==> config.mk <==
export PLATFORM = sky130hd
export DESIGN_NAME = qdac_front
export DESIGN_NICKNAME = d
export VERILOG_FILES = /design/src/rtl/qdac_pkg.sv /design/src/rtl/qdac_sync.sv /design/src/rtl/qdac_shifter.sv /design/src/rtl/qdac_regbank.sv /design/src/rtl/qdac_front.sv
export SDC_FILE = /design/constraint.sdc
export NUM_CORES = 1
export LEC_CHECK = 0
export ABC_AREA = 1
export CAP_MARGIN = 25
export CORE_AREA = 3 3 84 86
export DETAILED_ROUTE_END_ITERATION = 10
export DIE_AREA = 0 0 87 89
export PLACE_DENSITY = 0.82
export SLEW_MARGIN = 5
export SYNTH_ARGS = -nofsm -noshare
export SYNTH_HDL_FRONTEND = slang
export SYNTH_SLANG_ARGS = --single-unit
==> constraint.sdc <==
create_clock -name clk_sys -period 3 [get_ports clk_sys]
set_input_delay 0.45 -clock clk_sys [delete_from_list [all_inputs] [get_ports clk_sys]]
set_output_delay 0.45 -clock clk_sys [all_outputs]
set_load 0.05 [all_outputs]
==> src/rtl/qdac_pkg.sv <==
// Package: field positions of the serial command word, derived from widths.
// Assumes: word = {global_off_n, single_off_n, channel, code}.
package qdac_pkg;
    // Bit index of the all-channel power-down flag.
    function automatic int pos_glob(input int dw, input int aw);
        return dw + aw + 1;
    endfunction
    // Bit index of the single-channel power-down flag.
    function automatic int pos_one(input int dw, input int aw);
        return dw + aw;
    endfunction
endpackage

==> src/rtl/qdac_sync.sv <==
// Module: qdac_sync
// Brings W asynchronous bits into clk_sys with STAGES flops each, and gives
// the synchronised level plus one-cycle rise and fall pulses.
// Assumes: each input stays stable for at least two clk_sys cycles.
module qdac_sync #(
    parameter int W      = 1,
    parameter int STAGES = 2,
    parameter logic [W-1:0] IDLE = '1
) (
    input  logic         clk_sys,
    input  logic         rst_n,
    input  logic [W-1:0] async_in,
    output logic [W-1:0] lvl,
    output logic [W-1:0] rise,
    output logic [W-1:0] fall
);
    logic [W-1:0] chain [STAGES];
    logic [W-1:0] last;

    // Shift each bit through the synchroniser chain and keep one more copy for edges.
    always_ff @(posedge clk_sys) begin
        if (!rst_n) begin
            for (int i = 0; i < STAGES; i++) chain[i] <= IDLE;
            last <= IDLE;
        end else begin
            chain[0] <= async_in;
            for (int i = 1; i < STAGES; i++) chain[i] <= chain[i-1];
            last <= chain[STAGES-1];
        end
    end

    assign lvl  = chain[STAGES-1];
    assign rise = chain[STAGES-1] & ~last;
    assign fall = ~chain[STAGES-1] & last;
endmodule

==> src/rtl/qdac_shifter.sv <==
// Module: qdac_shifter
// Collects serial bits MSB first while the frame is low. It counts them and
// pulses word_stb on frame release only when exactly WORD_W bits arrived.
// Assumes: synchronised level/edge inputs from qdac_sync.
module qdac_shifter #(
    parameter int WORD_W = 12
) (
    input  logic              clk_sys,
    input  logic              rst_n,
    input  logic              frame_lvl_n,
    input  logic              frame_rise,
    input  logic              frame_fall,
    input  logic              bclk_rise,
    input  logic              bit_lvl,
    output logic              word_stb,
    output logic [WORD_W-1:0] word
);
    localparam int CNT_W = $clog2(WORD_W + 2);
    localparam logic [CNT_W-1:0] CNT_MAX  = CNT_W'(WORD_W + 1);
    localparam logic [CNT_W-1:0] CNT_FULL = CNT_W'(WORD_W);

    logic [WORD_W-1:0] shreg;
    logic [CNT_W-1:0]  cnt;

    // Shift one bit per serial clock rise inside a frame; count up, saturating past full.
    always_ff @(posedge clk_sys) begin
        if (!rst_n) begin
            shreg <= '0;
            cnt   <= '0;
        end else if (frame_fall) begin
            cnt <= '0;
        end else if (!frame_lvl_n && bclk_rise) begin
            shreg <= {shreg[WORD_W-2:0], bit_lvl};
            if (cnt != CNT_MAX) cnt <= cnt + 1'b1;
        end
    end

    // Accept the word only on a frame release with the exact bit count.
    always_ff @(posedge clk_sys) begin
        if (!rst_n) word_stb <= 1'b0;
        else        word_stb <= frame_rise && (cnt == CNT_FULL);
    end

    assign word = shreg;

    a_r4_count_range: assert property (@(posedge clk_sys) disable iff (!rst_n)
        cnt <= CNT_MAX);
    a_r2_idle_clock: assert property (@(posedge clk_sys) disable iff (!rst_n)
        (frame_lvl_n && !frame_fall) |=> $stable(shreg));
    a_r3_strobe_single: assert property (@(posedge clk_sys) disable iff (!rst_n)
        word_stb |=> !word_stb);
endmodule

==> src/rtl/qdac_regbank.sv <==
// Module: qdac_regbank
// Holds the staging and output code registers and the power-down state for
// N_CH channels. Zero wins over command load and transfer.
// Assumes: word_stb is a one-cycle pulse with word fields valid in that cycle.
module qdac_regbank #(
    parameter int N_CH   = 4,
    parameter int DATA_W = 8,
    parameter int ADDR_W = 2
) (
    input  logic                     clk_sys,
    input  logic                     rst_n,
    input  logic                     word_stb,
    input  logic                     glob_off_n,
    input  logic                     one_off_n,
    input  logic [ADDR_W-1:0]        chan,
    input  logic [DATA_W-1:0]        code,
    input  logic                     xfer_lvl_n,
    input  logic                     zero_lvl_n,
    output logic [N_CH*DATA_W-1:0]   dac_code,
    output logic [N_CH-1:0]          chan_off
);
    logic [DATA_W-1:0] stage_q [N_CH];
    logic [DATA_W-1:0] out_q   [N_CH];
    logic [N_CH-1:0]   local_off;
    logic              glob_off;

    // Global power-down follows the all-channel bit of every accepted word.
    always_ff @(posedge clk_sys) begin
        if (!rst_n)        glob_off <= 1'b0;
        else if (word_stb) glob_off <= ~glob_off_n;
    end

    for (genvar c = 0; c < N_CH; c++) begin : g_ch
        logic hit;
        assign hit = word_stb && (chan == ADDR_W'(c));

        // Staging register: cleared by zero, else loaded by an addressed word.
        always_ff @(posedge clk_sys) begin
            if (!rst_n || !zero_lvl_n) stage_q[c] <= '0;
            else if (hit)              stage_q[c] <= code;
        end

        // Output register: cleared by zero, else follows staging while transfer is low.
        always_ff @(posedge clk_sys) begin
            if (!rst_n || !zero_lvl_n) out_q[c] <= '0;
            else if (!xfer_lvl_n)      out_q[c] <= stage_q[c];
        end

        // Per-channel power-down: set by single bit low, cleared by a word with both bits high.
        always_ff @(posedge clk_sys) begin
            if (!rst_n)                           local_off[c] <= 1'b0;
            else if (hit && !one_off_n)           local_off[c] <= 1'b1;
            else if (hit && glob_off_n)           local_off[c] <= 1'b0;
        end

        assign dac_code[c*DATA_W +: DATA_W] = out_q[c];
        assign chan_off[c] = local_off[c] | glob_off;

        a_r5_transfer: assert property (@(posedge clk_sys) disable iff (!rst_n)
            (!xfer_lvl_n && zero_lvl_n) |=> out_q[c] == $past(stage_q[c]));
        a_r5_hold: assert property (@(posedge clk_sys) disable iff (!rst_n)
            (xfer_lvl_n && zero_lvl_n) |=> $stable(out_q[c]));
        a_r6_zero: assert property (@(posedge clk_sys) disable iff (!rst_n)
            !zero_lvl_n |=> (stage_q[c] == '0 && out_q[c] == '0));
        a_r4_no_load: assert property (@(posedge clk_sys) disable iff (!rst_n)
            (zero_lvl_n && !word_stb) |=> $stable(stage_q[c]));
        a_r8_single_off: assert property (@(posedge clk_sys) disable iff (!rst_n)
            (hit && !one_off_n) |=> chan_off[c]);
    end

    a_r7_global_off: assert property (@(posedge clk_sys) disable iff (!rst_n)
        (word_stb && !glob_off_n) |=> (&chan_off));
    a_r9_flags_quiet: assert property (@(posedge clk_sys) disable iff (!rst_n)
        !word_stb |=> $stable(chan_off));
endmodule

==> src/rtl/qdac_front.sv <==
// Module: qdac_front (top)
// Digital front end of a four-channel DAC. It synchronises the host inputs,
// assembles the serial command, and drives the code and power-down registers.
// Assumes: bit_clk at most one quarter of clk_sys, each phase >= 2 cycles.
module qdac_front
    import qdac_pkg::*;
#(
    parameter int N_CH   = 4,
    parameter int DATA_W = 8,
    parameter int SYNC_N = 2
) (
    input  logic                   clk_sys,
    input  logic                   rst_n,
    input  logic                   frame_n,
    input  logic                   bit_clk,
    input  logic                   bit_in,
    input  logic                   xfer_n,
    input  logic                   zero_n,
    output logic [N_CH*DATA_W-1:0] dac_code,
    output logic [N_CH-1:0]        chan_off
);
    localparam int ADDR_W = $clog2(N_CH);
    localparam int WORD_W = DATA_W + ADDR_W + 2;
    localparam int P_GLOB = pos_glob(DATA_W, ADDR_W);
    localparam int P_ONE  = pos_one(DATA_W, ADDR_W);

    logic [4:0] raw, lvl, rise, fall;
    logic              word_stb;
    logic [WORD_W-1:0] word;

    assign raw = {zero_n, xfer_n, bit_in, bit_clk, frame_n};

    qdac_sync #(.W(5), .STAGES(SYNC_N), .IDLE(5'b11001)) u_sync (
        .clk_sys (clk_sys),
        .rst_n   (rst_n),
        .async_in(raw),
        .lvl     (lvl),
        .rise    (rise),
        .fall    (fall)
    );

    qdac_shifter #(.WORD_W(WORD_W)) u_shift (
        .clk_sys    (clk_sys),
        .rst_n      (rst_n),
        .frame_lvl_n(lvl[0]),
        .frame_rise (rise[0]),
        .frame_fall (fall[0]),
        .bclk_rise  (rise[1]),
        .bit_lvl    (lvl[2]),
        .word_stb   (word_stb),
        .word       (word)
    );

    qdac_regbank #(.N_CH(N_CH), .DATA_W(DATA_W), .ADDR_W(ADDR_W)) u_bank (
        .clk_sys   (clk_sys),
        .rst_n     (rst_n),
        .word_stb  (word_stb),
        .glob_off_n(word[P_GLOB]),
        .one_off_n (word[P_ONE]),
        .chan      (word[DATA_W +: ADDR_W]),
        .code      (word[DATA_W-1:0]),
        .xfer_lvl_n(lvl[3]),
        .zero_lvl_n(lvl[4]),
        .dac_code  (dac_code),
        .chan_off  (chan_off)
    );

    a_r1_reset_clear: assert property (@(posedge clk_sys)
        !rst_n |=> (dac_code == '0 && chan_off == '0));
endmodule

Word level (Yosys, flattened, before mapping):

Memories as Yosys holds them, arrays and structs flattened.
Cells that the tools add are included.

* register bits: 24
* bits in latches: 0
* bits in writable memories: 74
* memory bits (read-only): 0
* output and inout bits: 36
* memories kept: 3

Memory list
* u_bank.out_q: depth 4, bits a word 8, rd ports 4, clocked after Yosys merged registers in 0, write ports 4, RTL line qdac_regbank.sv:23 `logic [DATA_W-1:0] out_q [N_CH];`
* u_bank.stage_q: depth 4, bits a word 8, rd ports 4, clocked after Yosys merged registers in 0, write ports 4, RTL line qdac_regbank.sv:22 `logic [DATA_W-1:0] stage_q [N_CH];`
* u_sync.chain: depth 2, bits a word 5, rd ports 2, clocked after Yosys merged registers in 0, write ports 2, RTL line qdac_sync.sv:17 `logic [W-1:0] chain [STAGES];`

* add/subtract/negate cells: 1
* multipliers: 0
* divide/modulo/power cells: 0
* order comparisons: 0
* equality and inequality tests: 5
* shift operators: 0
* muxes and demuxes: 37
* bitwise gates (word level): 21
* reduce and logical (&&, ||, !) cells: 27

Operators with widths (number)
* 2-to-1 mux 8 bit: 8
* 2-to-1 mux 1 bit: 27
* logical AND 1 bit: 14
* OR 1 bit: 14
* 2-to-1 mux 5 bit: 2
* nonzero test 2 bit: 4
* adder 4 x 1 -> 4 bit, second input constant: 1
* equality test 2 bit, second input constant: 2
* equality test 4 bit, second input constant: 1
* zero test 1 bit: 4
* != test 4 bit, second input constant: 1
* inverter 1 bit: 4
* AND reduction 2 bit: 2
* bitwise AND 2 bit: 1
* equality test 2 x 1 -> 1 bit, second input constant: 1
* zero test 2 bit: 1
* inverter 2 bit: 1
* OR reduction 2 bit: 1
* bitwise AND 1 bit: 1
* logical OR 1 bit: 1

Depth between registers and ports, before layout:

Gate-level depths: netlist of run 1.

* depth in word-level cells: 6
* depth in mapped cells: 7
* mapped depth without buffers: 7

Hierarchy:

From an unflattened synthesis of run 1, not the netlist that was laid out.

* cell total of the unflattened synthesis: 383
* area total of the unflattened synthesis: 3957.5 sq um

Modules (own cells, without submodules)
* qdac_regbank: instances 1, cells an instance 224, area an instance 2713.9 sq um
* qdac_shifter: instances 1, cells an instance 91, area an instance 715.7 sq um
* qdac_sync: instances 1, cells an instance 68, area an instance 528.0 sq um

Least setup slack after synthesis of run 1:

Ideal clock, no wire load.

* path type: in2reg
* start point: input rst_n
* end point: memory u_bank.out_q[0][0] (enable)
* setup time: 0.389 ns
* data arrival time: 1.414 ns
* required time: 2.611 ns
* setup slack: 1.197 ns
* stages on the path: 3
* path buffers: 0
* path through: nand2_1 > clkinv_1 > nand2_1

RTL lines
* start: declaration: RTL line qdac_front.sv:13 `input logic rst_n,`
* end: declaration: RTL line qdac_regbank.sv:23

Worst setup path in the final report of run 1:

* start point: register u_bank.glob_off
* end point: output chan_off[0]

* word-level cells in the longest chain between the ends: 1

RTL lines
* start: declaration: RTL line qdac_regbank.sv:25 `logic glob_off;`
* start signal: assignment: RTL line qdac_regbank.sv:30 `else if (word_stb) glob_off <= ~glob_off_n;`
* OR 1 bit: RTL line qdac_regbank.sv:57 `assign chan_off[c] = local_off[c] | glob_off;`
* end: declaration: RTL line qdac_front.sv:20 `output logic [N_CH-1:0] chan_off`

No other way between the ends.

==> out/summary.txt, run 1 <==
Status - completed
Seq/Total Area, Yosys - 0.690
First-pass GRT wire length - 10500 µm
DPL Wire Length - 4320 µm
Crit. End Element - primary output
Mapped Nets - 372
Synth area leaders - edfxtp_1, dfxtp_1, nor2_1
Fillers - 442
Post-CTS sizing - 0
Final setup fails - 0
Seq cells post-synth - 98
Clk_skew - 0.0121 ns
Post-synthesis mux area share - 0
VDD IR-drop max - 407 µV
Hold/Removal Path Class - flip-flop to flip-flop
Hold_ws - 0.425 ns
Htree depth - 3
Setup TNS - 0 ns
Placed cell area - 4250 µm²
Most frequent cells in the layout - nor2_1, edfxtp_1, inv_1
Synth top area share - 0.509
Synth-to-layout area growth - 19.7%
Detailed Routing Iterations Pass 1 - 4
Die ar. - 7740 µm²
Rows - 29
Crit path from - u_bank.glob_off
CTS sink count - 98
Reg2reg end - u_shift.word[6]
Post-synthesis compound-gate area fraction - 0.0186
ANT nets after route - 0
R2r startpoint - u_sync.chain[0][5]
Critical path arrival - 1.71 ns
Initial drt markers - 160
Yosys warnings - 0
Power per Cell Area - 616 nW/µm²
Total CTS buffers - 9
Adder-cell share of the synthesized area - 0.00995
Largest net degree at the start of global routing - 33
Area leader, netlist - edfxtp_1
Overflow after GRT - 0
WS Path Type - flip-flop to primary output
P_leak - 1.75 nW
Unique masters post-synth - 22
Worst-path clk slew - 0.08 ns
Tot Pwr - 0.00278 W
Vias per inst - 4.87
Synthesized area - 3770 µm²
Ant diodes - 0
Worst reg2reg path depth - 6
CTS tree - yes
Post-synthesis simple-gate area fraction - 0.202
Max-slew violations - 0
Wire length per cell - 12.8 µm
Most common cell after layout, fill and taps aside - nor2_1
Nets - 420
Peak Freq - 0.462 GHz
Number of top-level pins - 43
Multi-input gate area - 868 µm²
Vert. Die Dim - 89 µm
Final min period - 2.16 ns
Setup Buffers After CTS - 0
Core area - 6350 µm²
Post-route cell area - 4520 µm²
Total Routing Usage GR - 0.178
Fin. Hold Viols - 0
FF/Latch Area - 2600 µm²
WHS Path Cells - 1
Number of buffers added on ports - 42
Fin cells - 492
FF-to-FF setup slack - 1.44 ns
Max stage delay cell, worst path - clkdlybuf4s50_1
Clock Tree Root - clkbuf_8
Post-Place Cells - 476
Die X - 87 µm
CP startpoint kind - flip-flop
Critical path, cell by cell - or2_2 -> clkdlybuf4s50_1
Syn avg cell area - 10.4 µm²
Worst path max stage delay - 0.71 ns
Synth Area in XOR/XNOR - 0
Max_cap viols - 0
Relative slew slack - 0.449
Tightest Pin Transition - 0.825 ns
Vias - 2394
Clk buf depth - 2
Largest family of logic cells by synthesized area - simple AND/OR/NAND/NOR gates
Cells after Synth - 362
Post-route DRC - 0
Antenna violations before repair - 0
Drt total wl - 6290 µm
CP required - 2.55 ns
Initial Utilization - 0.594
Hold_sp - u_sync.chain[0][0]
Post-CTS Hold Buffers - 0
Share of layout cells above drive strength 1 - 0.123
Crit Path Max Fanout - 5
Worst Hold Endpoint - u_sync.chain[0][5]
RePlAce Congestion - 0.842
Period utilisation layout - 0.721
Clock Latency Late Sink - 0.35 ns
Unrepaired setup endpoints after global routing - no
Vias in the first global route - 2369
[cell type report]
| cell class | instances | share of cell area |
|---|---|---|
| Timing Repair Buffer | 45 | 0.0981 |
| Multi-Input combinational cell | 192 | 0.192 |
| Sequential cell | 98 | 0.576 |
| Tap cell | 77 | 0.0213 |
| Clock buffer | 9 | 0.0274 |
| Inverter | 64 | 0.0532 |
| Clock inverter | 7 | 0.0313 |
[cells by family (layout without fill, tap and decap cells)]
kind of cell,after synthesis,count (layout)
AOI/OAI and AO/OA,14,14
adders and majority gates,3,3
buffers and inverters,72,125
DFF,98,98
and+or+nand+nor,175,175
[worst max-delay path: cells and delay by family (launching register included)]
| kind | cells | cell delay (ns) |
|---|---|---|
| buf+inv | 1 | 0.71 |
| flops | 1 | 0.34 |
| simple gates | 1 | 0.32 |
[cells in the mapped netlist, drive strengths merged]
cell type / count
o21ai: 5
nand4: 1
nand2: 59
a21oi: 9
nor3: 1
dfxtp: 34
nor4b: 1
clkbuf: 1
edfxtp: 64
nor2: 92
clkinv: 1
buf: 7
ha: 3
nand3b: 1
inv: 63
nand3: 9
or2: 11
[through the flow]
step | worst slack, ns | util
floorplan | 1.20 | -
global placement | 1.03 | 0.669
detailed placement | 0.969 | 0.669
CTS | 0.812 | 0.711
global route | 0.767 | 0.711
finish | 0.836 | 0.711
[how the worst max path moves through the flow]
stage | end | slack, ns | depth (start not counted)
floorplan | u_bank.out_q[0][0] | 1.20 | 3
global placement | u_bank.out_q[0][0] | 1.03 | 5
detailed placement | u_bank.out_q[1][4] | 0.97 | 5
CTS | chan_off[0] | 0.81 | 2
global route | chan_off[0] | 0.77 | 2
finish | chan_off[0] | 0.84 | 2
[report_power, final]
| group | internal (W) | switching (W) | total (W) |
|---|---|---|---|
| sequential | 0.00149 | 0.0000158 | 0.00150 |
| combinational | 0.0000604 | 0.000147 | 0.000208 |
| clock | 0.000637 | 0.000434 | 0.00107 |
| total | 0.00218 | 0.000597 | 0.00278 |
[registers in the layout (all words and copies together), names as in the netlist]
register,flops
u_bank.out_q,32
u_bank.stage_q,32
u_sync.last,2
u_bank.glob_off,1
u_shift.word,12
u_shift.cnt,4
u_bank.local_off,4
u_shift.word_stb,1
u_sync.chain,10
[metal layers]
layer  track usage  up-vias  part of all wire
met1         0.195     1098              0.40
met2         0.320       69              0.53
li1              -     1215                 -
met4        0.0921        0             0.024
met3        0.0433       12             0.055
met5             0        -                 0
Power figures use the tool's default switching activity.
==> inputs of run 2 (changes only) <==
--- a/config.mk
+++ b/config.mk
@@ -7,10 +7,10 @@
 export LEC_CHECK = 0
 export ABC_AREA = 1
 export CAP_MARGIN = 25
-export CORE_AREA = 3 3 84 86
+export CORE_AREA = 3 3 87 89
 export DETAILED_ROUTE_END_ITERATION = 10
-export DIE_AREA = 0 0 87 89
-export PLACE_DENSITY = 0.82
+export DIE_AREA = 0 0 90 92
+export PLACE_DENSITY = 0.77
 export SLEW_MARGIN = 5
 export SYNTH_ARGS = -nofsm -noshare
 export SYNTH_HDL_FRONTEND = slang
==> constraint.sdc (replaced) <==
create_clock -name clk_sys -period 2 [get_ports clk_sys]
set_input_delay 0.3 -clock clk_sys [delete_from_list [all_inputs] [get_ports clk_sys]]
set_output_delay 0.3 -clock clk_sys [all_outputs]
set_load 0.05 [all_outputs]
==> out/summary.txt, run 2 (synthesis results as in run 1) <==
Post-route DRC - 0 (unchanged)
ANT nets after route - 0 (unchanged)
Max-slew violations - 0 (unchanged)
Critical path arrival - 1.52 ns (-0.19 ns)
Crit Path Max Fanout - 1 (-4)
Htree depth - 3 (unchanged)
First-pass GRT wire length - 10100 µm (-3.2%)
Relative slew slack - 0.647 (+0.198)
P_leak - 1.75 nW (about the same)
CP startpoint kind - flip-flop
Overflow after GRT - 0 (unchanged)
Vias in the first global route - 2360 (-0.38%)
VDD IR-drop max - 579 µV (+42%)
Worst path depth - 1 (-1)
Number of top-level pins - 43 (unchanged)
Critical path, cell by cell - clkdlybuf4s50_1
Worst reg2reg path depth - 4 (-2)
Antenna violations before repair - 0 (unchanged)
Die X - 90 µm (+3.4%)
Largest net degree at the start of global routing - 33 (unchanged)
Final setup fails - 0 (unchanged)
Max_cap viols - 0 (unchanged)
Crit. End Element - primary output
WS Path Type - flip-flop to primary output
Vias - 2402 (+0.33%)
CP required - 1.70 ns (-0.85 ns)
Total Routing Usage GR - 0.155 (-0.0233)
Drt total wl - 5940 µm (-5.6%)
Post-CTS Hold Buffers - 0 (unchanged)
Most frequent cells in the layout - nor2_1, edfxtp_1, inv_1
Most common cell after layout, fill and taps aside - nor2_1
Period utilisation layout - 0.910
Die ar. - 8280 µm² (+6.9%)
Reg2reg end - u_bank.out_q[3][0]
Synth-to-layout area growth - 18.0%
CTS tree - yes
Ant diodes - 0 (unchanged)
Hold/Removal Path Class - flip-flop to flip-flop
Clock Tree Root - clkbuf_8
Peak Freq - 0.550 GHz
Worst path bufs/invs - 1 (unchanged)
CTS sink count - 98 (unchanged)
Setup TNS - 0 ns (unchanged)
Tot Pwr - 0.00364 W (+31%)
Tightest Pin Transition - 0.528 ns (-0.297 ns)
Initial Utilization - 0.552 (-0.0419)
FF-to-FF setup slack - 0.69 ns (-0.75 ns)
Detailed Routing Iterations Pass 1 - 4 (unchanged)
Power per Cell Area - 817 nW/µm² (+33%)
Number of buffers added on ports - 42 (unchanged)
Status - completed
Unrepaired setup endpoints after global routing - no
Vias per inst - 4.69 (-3.6%)
R2r startpoint - u_sync.chain[0][9]
Rows - 30 (+3.4%)
Initial drt markers - 124 (-23%)
Final min period - 1.82 ns
Clk_skew - 0.00737 ns (-0.00477 ns)
Wire length per cell - 11.6 µm (-9.3%)
Core area - 6830 µm² (+7.6%)
Share of layout cells above drive strength 1 - 0.118 (-0.00510)
Nets - 421 (+0.24%)
Worst path max stage delay - 0.83 ns (+0.12 ns)
Total CTS buffers - 9 (unchanged)
Max stage delay cell, worst path - clkdlybuf4s50_1
Worst path top cell family by delay - buffers and inverters
Clk buf depth - 2 (unchanged)
WHS Path Cells - 1 (unchanged)
RePlAce Congestion - 0.826 (-1.9%)
Fin. Hold Viols - 0 (unchanged)
Clock Latency Late Sink - 0.35 ns (about the same)
DPL Wire Length - 4220 µm (-2.3%)
Vert. Die Dim - 92 µm (+3.4%)
Setup crit end - dac_code[28]
Worst-path clk slew - 0.09 ns (about the same)
Crit path from - u_bank.out_q[3][4]
## run 2: changes by cell type in the layout (fill, tap and decap cells not counted)
| cell | before | now |
|---|---|---|
| bufinv_16 | 4 | 0 |
| clkdlybuf4s50_1 | 42 | 38 |
| dlygate4sd2_1 | 0 | 3 |
| clkinv_1 | 1 | 3 |
| clkinv_2 | 0 | 2 |
| buf_12 | 0 | 1 |
| clkbuf_1 | 0 | 1 |
| clkinvlp_2 | 1 | 0 |
| dlymetal6s2s_1 | 0 | 1 |
## run 2: area by class of cell
type	instances	area [µm²]
clock buffer	10	128
clock inverter	6	33.8
fill	570	2380
inverter	64	240
multi-input combinational	192	868
sequential	98	2600
tap	96	120
timing repair buffer	46	462
## run 2: routing by layer
layer | vias up | share of wire | track usage
met5 | - | 0 | 0
li1 | 1216 | - | -
met2 | 50 | 0.53 | 0.276
met1 | 1124 | 0.41 | 0.171
met4 | 0 | 0.021 | 0.0893
met3 | 12 | 0.039 | 0.0320
## run 2: power breakdown
part           internal (W)  switching (W)
Sequential          0.00223      0.0000220
Clock              0.000442       0.000629
Combinational     0.0000944       0.000219
Total               0.00277       0.000871
## run 2: stage by stage
step	cell area [µm²]	hold slack (ns)	util	std cells	worst slack, ns
4_1_cts	4450	0.423	0.652	512	0.0136
6_report	4450	0.419	0.652	512	0.181
5_1_grt	4450	0.432	0.652	512	0.123
3_3_place_gp	4290	0.393	0.629	496	0.272
2_1_floorplan	3770	0.390	-	362	0.347
3_5_place_dp	4290	0.400	0.629	496	0.237
## run 2: how the worst min path moves through the flow
stage | from | end | slack [ns]
final | u_sync.chain[0][4] | u_sync.chain[0][9] | 0.42
after global routing | u_sync.chain[0][1] | u_sync.chain[0][6] | 0.43
after CTS | u_sync.chain[0][4] | u_sync.chain[0][9] | 0.42
after detailed placement | u_sync.chain[0][3] | u_sync.chain[0][8] | 0.40
after global placement | u_sync.chain[0][1] | u_sync.chain[0][6] | 0.39
after floorplan | u_sync.chain[0][1] | u_sync.chain[0][6] | 0.39
## run 2: what timing repair did
action / in CTS / in global routing
endpoints found under the setup margin: 3 / 1
hold endpoints to repair: 0 / 0
setup buffers: 0 / 0
cloned: 0 / 0
gates resized for setup: 3 / 1
==> inputs of run 3 (changes only) <==
--- a/config.mk
+++ b/config.mk
@@ -6,12 +6,14 @@
 export NUM_CORES = 1
 export LEC_CHECK = 0
 export ABC_AREA = 1
+export ABC_CLOCK_PERIOD_IN_PS = 2000
 export CAP_MARGIN = 25
-export CORE_AREA = 3 3 87 89
+export CORE_AREA = 3 3 89 91
 export DETAILED_ROUTE_END_ITERATION = 10
-export DIE_AREA = 0 0 90 92
+export DIE_AREA = 0 0 92 94
 export PLACE_DENSITY = 0.77
 export SLEW_MARGIN = 5
 export SYNTH_ARGS = -nofsm -noshare
 export SYNTH_HDL_FRONTEND = slang
+export SYNTH_HIERARCHICAL = 1
 export SYNTH_SLANG_ARGS = --single-unit
==> out/summary.txt, run 3 <==
Status - completed
P_leak - 1.73 nW (-0.91%)
ANT nets after route - 0 (unchanged)
Period utilisation layout - 0.923 (+0.0129)
Overflow after GRT - 0 (unchanged)
Synth-to-layout area growth - 18.0% (about the same)
Rows - 31 (+3.3%)
Max stage delay cell, worst path - clkdlybuf4s50_1
Die X - 92 µm (+2.2%)
Core area - 7210 µm² (+5.6%)
Vert. Die Dim - 94 µm (+2.2%)
Worst path max stage delay - 0.82 ns (about the same)
Syn avg cell area - 10.6 µm² (+1.6%)
Drt total wl - 5920 µm (-0.34%)
Largest net degree at the start of global routing - 33 (unchanged)
Detailed Routing Iterations Pass 1 - 4 (unchanged)
Synthesized area - 3820 µm² (+1.3%)
Unrepaired setup endpoints after global routing - no
Tot Pwr - 0.00388 W (+6.6%)
Worst-path clk slew - 0.10 ns (about the same)
Hold/Removal Path Class - flip-flop to flip-flop
Multi-input gate area - 845 µm² (-2.7%)
Setup TNS - 0 ns (unchanged)
Power per Cell Area - 860 nW/µm² (+5.3%)
CP required - 1.70 ns (about the same)
Util after Layout - 0.625 (-0.0270)
Final setup fails - 0 (unchanged)
FF/Latch Area - 2600 µm² (unchanged)
Post-route DRC - 0 (unchanged)
Ant diodes - 0 (unchanged)
Mapped Nets - 371 (-0.27%)
Setup Buffers After CTS - 0 (unchanged)
Vias per inst - 4.60 (-1.9%)
Critical path, cell by cell - clkdlybuf4s50_1
Relative slew slack - 0.648 (about the same)
CP startpoint kind - flip-flop
Nets - 418 (-0.71%)
Total CTS buffers - 9 (unchanged)
Initial drt markers - 140 (+13%)
Worst path top cell family by delay - buffers and inverters
Vias in the first global route - 2268 (-3.9%)
Fillers - 618 (+8.4%)
Total Routing Usage GR - 0.151 (-0.00329)
Crit. End Element - primary output
Clock Latency Late Sink - 0.37 ns (+0.02 ns)
Antenna violations before repair - 0 (unchanged)
Fin. Hold Viols - 0 (unchanged)
Peak Freq - 0.542 GHz (-1.4%)
Number of buffers added on ports - 42 (unchanged)
Crit Path Max Fanout - 1 (unchanged)
Max-slew violations - 0 (unchanged)
CTS sink count - 98 (unchanged)
Cells after Synth - 361 (-0.28%)
DPL Wire Length - 4280 µm (+1.3%)
Final min period - 1.85 ns (+0.0258 ns)
Clk buf depth - 2 (unchanged)
Htree depth - 3 (unchanged)
Wire length per cell - 11.6 µm (-0.34%)
Worst path bufs/invs - 1 (unchanged)
WS Path Type - flip-flop to primary output
VDD IR-drop max - 772 µV (+33%)
Critical path arrival - 1.55 ns (+0.03 ns)
Clock Tree Root - clkbuf_8
Most common cell after layout, fill and taps aside - nor2_1
RePlAce Congestion - 0.802 (-3.0%)
CTS tree - yes
Clk_skew - 0.00746 ns (+0.0000901 ns)
Most frequent cells in the layout - nor2_1, inv_1, edfxtp_1
Share of layout cells above drive strength 1 - 0.119 (+0.000856)
Number of top-level pins - 43 (unchanged)
Vias - 2356 (-1.9%)
First-pass GRT wire length - 9920 µm (-2.0%)
Yosys warnings - 6 (+6)
Tightest Pin Transition - 0.527 ns (-0.000822 ns)
Die ar. - 8650 µm² (+4.4%)
Max_cap viols - 0 (unchanged)
Initial Utilization - 0.530 (-0.0226)
## run 3: timing repair
action | CTS | global route
resized for setup | 4 | 0
setup endpoints to repair | 4 | 0
hold buffers | 0 | 0
## run 3: metrics by stage
stage | cells | worst slack [ns] | area [µm²] | hold slack (ns)
floorplan | 361 | 0.354 | 3820 | 0.380
global placement | 495 | 0.258 | 4300 | 0.381
detailed placement | 495 | 0.180 | 4300 | 0.392
CTS | 511 | 0.121 | 4500 | 0.416
global route | 512 | 0.105 | 4510 | 0.440
finish | 512 | 0.155 | 4510 | 0.410
## run 3: path summary, 6_finish.rpt
path / startpoint / end / slack, ns / cells past startpoint
setup / recovery: u_bank/out_q[0][3] / dac_code[3] / 0.15 / 1
hold / removal: u_sync/chain[0][4] / u_sync/chain[0][9] / 0.41 / 2
setup reg to reg: u_sync/chain[0][6] / u_shift/word[10] / 0.57 / 7
hold reg to reg: u_sync/chain[0][4] / u_sync/chain[0][9] / 0.41 / 2
## run 3: worst register-to-register path, delay by kind of cell (launching register included)
| kind | cells | cell delay (ns) |
|---|---|---|
| buffers and inverters | 2 | 0.11 |
| DFF | 1 | 0.34 |
| AOI/OAI and AO/OA | 1 | 0.07 |
| and+or+nand+nor | 4 | 0.81 |
## run 3: per-layer routing
metal,up-vias,GRT usage,part of all wire
met3,11,0.0465,0.049
met5,-,0,0
li1,1220,-,-
met2,53,0.275,0.52
met1,1072,0.158,0.41
met4,0,0.0743,0.022
## run 3: where the power goes
group / switching (W) / internal (W)
logic: 0.000227 / 0.0000970
clock network: 0.000702 / 0.000599
registers: 0.0000227 / 0.00223
## run 3: cell type report
cell class              count  area share
repair buffers             51       0.107
clock buffers               9      0.0275
clock inverters             7      0.0183
well taps                  99      0.0275
multi-input cells         181       0.187
inverters                  67      0.0558
flip-flops and latches     98       0.577
